$ cat src/rtl/fp_addsub_pkg.sv
package fp_addsub_pkg;
  typedef enum logic {
    OP_ADD = 1'b0,
    OP_SUB = 1'b1
  } fp_op_e;
endpackage

$ cat src/rtl/fp_addsub_lzc.sv
module fp_addsub_lzc #(
  parameter int WIDTH = 24,
  parameter int CNT_W = $clog2(WIDTH + 1)
) (
  input  logic [WIDTH-1:0] vec,
  output logic [CNT_W-1:0] zeros
);
  // highest set bit wins because later iterations overwrite earlier ones
  always_comb begin
    zeros = CNT_W'(WIDTH);
    for (int i = 0; i < WIDTH; i++) begin
      if (vec[i]) zeros = CNT_W'(WIDTH - 1 - i);
    end
  end
endmodule

$ cat src/rtl/fp_addsub_align.sv
module fp_addsub_align
  import fp_addsub_pkg::*;
#(
  parameter int EXP_W  = 8,
  parameter int FRAC_W = 23,
  parameter int MW     = FRAC_W + 1
) (
  input  logic [EXP_W+FRAC_W:0] a,
  input  logic [EXP_W+FRAC_W:0] b,
  input  fp_op_e                op,
  output logic                  big_sign,
  output logic [EXP_W-1:0]      big_exp,
  output logic [MW-1:0]         big_mant,
  output logic [MW-1:0]         small_mant,
  output logic                  eff_sub,
  output logic                  special,
  output logic [EXP_W+FRAC_W:0] special_val
);
  localparam int MAGW = EXP_W + FRAC_W;
  localparam logic [EXP_W-1:0] EMAX = '1;

  logic             sign_a, sign_b, b_bigger;
  logic [EXP_W-1:0] exp_a, exp_b, small_exp, gap;
  logic [MW-1:0]    mant_a, mant_b, small_raw;

  assign sign_a = a[MAGW];
  assign sign_b = b[MAGW] ^ (op == OP_SUB);
  assign exp_a  = a[MAGW-1:FRAC_W];
  assign exp_b  = b[MAGW-1:FRAC_W];
  // zero exponent field means the operand is zero
  assign mant_a = (exp_a != '0) ? {1'b1, a[FRAC_W-1:0]} : '0;
  assign mant_b = (exp_b != '0) ? {1'b1, b[FRAC_W-1:0]} : '0;
  assign b_bigger = b[MAGW-1:0] > a[MAGW-1:0];

  always_comb begin
    if (b_bigger) begin
      big_sign  = sign_b;
      big_exp   = exp_b;
      big_mant  = mant_b;
      small_exp = exp_a;
      small_raw = mant_a;
    end else begin
      big_sign  = sign_a;
      big_exp   = exp_a;
      big_mant  = mant_a;
      small_exp = exp_b;
      small_raw = mant_b;
    end
  end

  assign gap        = big_exp - small_exp;
  assign small_mant = small_raw >> gap;
  assign eff_sub    = sign_a ^ sign_b;

  always_comb begin
    special     = 1'b0;
    special_val = '0;
    if (exp_a == EMAX) begin
      special     = 1'b1;
      special_val = a;
    end else if (exp_b == EMAX) begin
      special     = 1'b1;
      special_val = {sign_b, b[MAGW-1:0]};
    end
  end
endmodule

$ cat src/rtl/fp_addsub_norm.sv
module fp_addsub_norm #(
  parameter int EXP_W  = 8,
  parameter int FRAC_W = 23,
  parameter int MW     = FRAC_W + 1
) (
  input  logic                  big_sign,
  input  logic [EXP_W-1:0]      big_exp,
  input  logic [MW-1:0]         big_mant,
  input  logic [MW-1:0]         small_mant,
  input  logic                  eff_sub,
  input  logic                  special,
  input  logic [EXP_W+FRAC_W:0] special_val,
  output logic [EXP_W+FRAC_W:0] res
);
  localparam int LZ_W = $clog2(MW + 1);
  localparam logic [EXP_W-1:0] EMAX = '1;

  logic [MW:0]         sum;
  logic [LZ_W-1:0]     lz;
  logic [EXP_W:0]      exp_up;
  logic [FRAC_W-1:0]   frac_left;

  assign sum = eff_sub ? ({1'b0, big_mant} - {1'b0, small_mant})
                       : ({1'b0, big_mant} + {1'b0, small_mant});

  fp_addsub_lzc #(.WIDTH(MW), .CNT_W(LZ_W)) u_lzc (
    .vec   (sum[MW-1:0]),
    .zeros (lz)
  );

  assign exp_up    = {1'b0, big_exp} + (EXP_W+1)'(1);
  assign frac_left = FRAC_W'(sum[FRAC_W-1:0] << lz);

  always_comb begin
    res = '0;
    if (special) begin
      res = special_val;
    end else if (sum == '0) begin
      res = '0;
    end else if (sum[MW]) begin
      if (exp_up >= {1'b0, EMAX}) res = {big_sign, EMAX, {FRAC_W{1'b0}}};
      else                        res = {big_sign, exp_up[EXP_W-1:0], sum[FRAC_W:1]};
    end else if ({1'b0, big_exp} <= (EXP_W+1)'(lz)) begin
      res = '0;
    end else begin
      res = {big_sign, big_exp - EXP_W'(lz), frac_left};
    end
  end
endmodule

$ cat src/rtl/fp_addsub.sv
module fp_addsub
  import fp_addsub_pkg::*;
#(
  parameter int EXP_W  = 8,
  parameter int FRAC_W = 23
) (
  input  logic                  clk,
  input  logic                  rst,
  input  logic [EXP_W+FRAC_W:0] op_a,
  input  logic [EXP_W+FRAC_W:0] op_b,
  input  logic                  sub,
  output logic [EXP_W+FRAC_W:0] result
);
  localparam int MW = FRAC_W + 1;

  fp_op_e                op;
  logic                  big_sign, eff_sub, special;
  logic [EXP_W-1:0]      big_exp;
  logic [MW-1:0]         big_mant, small_mant;
  logic [EXP_W+FRAC_W:0] special_val, res_d;

  assign op = sub ? OP_SUB : OP_ADD;

  fp_addsub_align #(.EXP_W(EXP_W), .FRAC_W(FRAC_W), .MW(MW)) u_align (
    .a           (op_a),
    .b           (op_b),
    .op          (op),
    .big_sign    (big_sign),
    .big_exp     (big_exp),
    .big_mant    (big_mant),
    .small_mant  (small_mant),
    .eff_sub     (eff_sub),
    .special     (special),
    .special_val (special_val)
  );

  fp_addsub_norm #(.EXP_W(EXP_W), .FRAC_W(FRAC_W), .MW(MW)) u_norm (
    .big_sign    (big_sign),
    .big_exp     (big_exp),
    .big_mant    (big_mant),
    .small_mant  (small_mant),
    .eff_sub     (eff_sub),
    .special     (special),
    .special_val (special_val),
    .res         (res_d)
  );

  always_ff @(posedge clk) begin
    if (rst) result <= '0;
    else     result <= res_d;
  end
endmodule

$ cat config.mk
export PLATFORM = sky130hd
export DESIGN_NAME = fp_addsub
export DESIGN_NICKNAME = d
export VERILOG_FILES = /design/src/rtl/fp_addsub_pkg.sv /design/src/rtl/fp_addsub_lzc.sv /design/src/rtl/fp_addsub_align.sv /design/src/rtl/fp_addsub_norm.sv /design/src/rtl/fp_addsub.sv
export SDC_FILE = /design/constraint.sdc
export NUM_CORES = 1
export LEC_CHECK = 0
export BUFFER_PORTS_ARGS = -buffer_cell sky130_fd_sc_hd__buf_4
export CAP_MARGIN = 25
export CORE_AREA = 10 10 167 169
export CTS_CLUSTER_DIAMETER = 80
export DETAILED_ROUTE_END_ITERATION = 8
export DIE_AREA = 0 0 177 179
export HOLD_SLACK_MARGIN = 0.15
export PLACE_DENSITY = 0.6
export SYNTH_ARGS = -nofsm -noshare
export SYNTH_HDL_FRONTEND = slang
export SYNTH_HIERARCHICAL = 1
export SYNTH_SLANG_ARGS = --single-unit
$ cat constraint.sdc
create_clock -name clk -period 15.9 [get_ports clk]
set_input_delay 1.59 -clock clk [delete_from_list [all_inputs] [get_ports clk]]
set_output_delay 1.59 -clock clk [all_outputs]
set_load 0.02 [all_outputs]
==> run metrics <==
status=completed; Mapped Cells=1393; Die Width=about 180 um; Fin. Hold Viols=0; via/cell ratio=around 6.4; vias in the first global route=roughly 10000; CTS tree=built; CTS Sinks=32; Clock transition at path regs=~0.050 ns; crit end category=flip-flop; syn avg cell area=between 6 and 7 sq um; clock buffer depth=2; TritonCTS buffer count=5; WL per Instance=about 23 um; Most used DFF post-synth=dfxtp_1; first-pass iteration count of the detailed router=6; Final ANT Viol Nets=0; Critical Path Max Stage Delay=approximately 0.95 ns; # IOs=99; critical path's slowest cell=ha_1; top post-synthesis cells by area=ha_1, mux2i_1, dfxtp_1; Root Buffer=clkbuf_16; Resized Gates After CTS=0; # H-tree levels=2; core area=between 20000 and 25000 sq um; post-synthesis cell type count=90; relative slew slack=0.1945; Startpoint Class=input pin; post-DP HPWL=32.15 mm; total gr overflow=0; Async SR Flop Fraction=0; fin crit share=0.9170; WP data arrival=about 15 ns; Slew Limit Fails=0; first-pass GRT wire length=60.33 mm; Top Registers=result: 32 flops; Max-cap violations=0; layout cell share with drive strength beyond 1=0.1387; Initial DRC Count=approximately 1200; Largest Register=result; largest net degree at the start of global routing=between 60 and 70; synth cell count leaders=nand2_1, nor2_1, o21ai_0; Total GRT Usage=0.2407; Setup Buffers After CTS=0; CP max FO=35; Cell Area, Synth=~9700 sq um; placed insts=approximately 1700; fin nets=~1600; final std cells w/o fill=roughly 1800; required time of the critical path=~16 ns; Buffers on Ports=around 100; sequential share of the synthesized area=0.06630; count leader, synth=nand2_1; Area Overhead vs Synth=11.54%; Max Fclk=0.06859 GHz; Largest register FFs=32; hold_buf cts=0; Post-synth EDFFs=0; syn_nets=1527; Die Height=around 180 um; Syn. warnings=6; die area=roughly 32000 sq um; HP Class=in2reg; ant diodes=0; Tightest Pin Transition=about 1.2 ns; initial antenna violation count=0; setup tns final=0 ns; Final GP Congestion=between 0.9 and 1; drt total wl=approximately 40 mm; RSZ-0062 raised after global routing=no; DRC Markers=0; top-area cell type share of the netlist area=0.08416; Initial Util=0.3905; largest area contributor in the netlist=ha_1; crit path time final=around 15 ns; via count=roughly 11000; Setup-failing EPs final=0; site row count=58; WS Path Type=in2reg; FF+latch count, synth=32
-- critical path, delay by kind of cell --
| family | cells | cell delay, ns |
|---|---|---|
| compound gates | 13 | 3.50 |
| xor+xnor | 2 | 0.69 |
| fa+ha+maj | 4 | 2.15 |
| buf+inv | 7 | 1.90 |
| mux | 2 | 1.08 |
| simple gates | 18 | 3.73 |
-- per-stage QoR --
stage | instance area, sq um | hold slack (ns) | setup slack (ns) | utilization
2_1_floorplan | 9663 | 1.662 | 2.675 | -
3_3_place_gp | 10570 | 1.973 | 1.622 | 0.4272
3_5_place_dp | 10580 | 1.976 | 1.351 | 0.4275
4_1_cts | 10760 | 1.693 | 1.631 | 0.4349
5_1_grt | 10780 | 1.710 | 0.3154 | 0.4355
6_report | 10780 | 1.699 | 1.320 | 0.4355
-- final timing paths --
path	start	to	depth (start not counted)
worst max-delay path	op_a[23]	result[5]	46
worst min-delay path	rst	result[25]	2
-- cells by family (layout without fill, tap and decap cells) --
group	after synthesis	count (layout)	synth area share
xor+xnor	52	52	0.04791
fa+ha+maj	67	67	0.08831
compound gates	421	421	0.2990
simple gates	535	535	0.2763
mux	109	109	0.1463
buf+inv	177	212	0.07588
flops	32	32	0.06630
-- cell usage in the layout (no fill, tap or decap), drive strengths merged, types with 6 or more instances in the layout --
| cell type | instances |
|---|---|
| a31oi | 14 |
| nand3 | 52 |
| or3 | 11 |
| or4 | 6 |
| o211ai | 14 |
| xor2 | 13 |
| nor2 | 121 |
| nor4 | 23 |
| ha | 65 |
| a32o | 7 |
| a211oi | 15 |
| inv | 81 |
| a21oi | 78 |
| mux2 | 12 |
| a22o | 49 |
| dfxtp | 32 |
| and2 | 8 |
| or2 | 6 |
| mux4 | 24 |
| nor2b | 44 |
| o21ai | 101 |
| o2111ai | 7 |
| and3 | 23 |
| nand4 | 22 |
| xnor2 | 39 |
| o21bai | 16 |
| buf | 121 |
| a221o | 6 |
| nor3 | 37 |
| o22ai | 19 |
| a21boi | 7 |
| nand2 | 156 |
| a21o | 16 |
| nand2b | 12 |
| mux2i | 73 |
| o21a | 8 |
| clkbuf | 7 |
-- layer usage --
layer | global-route usage | up-vias | routed length [um]
met1 | 0.3230 | 5255 | 17100
li1 | - | 5249 | -
met3 | 0.03749 | 92 | 3785
met5 | 0 | - | 0
met4 | 0.1030 | 0 | 1668
met2 | 0.3745 | 633 | 17540
-- cell type report --
class,instances,area [sq um]
multi-input cells,1184,8314
clock buffers,7,152.6
well taps,330,412.9
fillers,2557,13970
clock inverters,1,30.03
inverters,83,311.5
flip-flops and latches,32,640.6
repair buffers,121,915.9
Power is left out: the tool's default activity adds up to more than one toggle a clock period on the data nets, which glitch-free logic cannot reach.
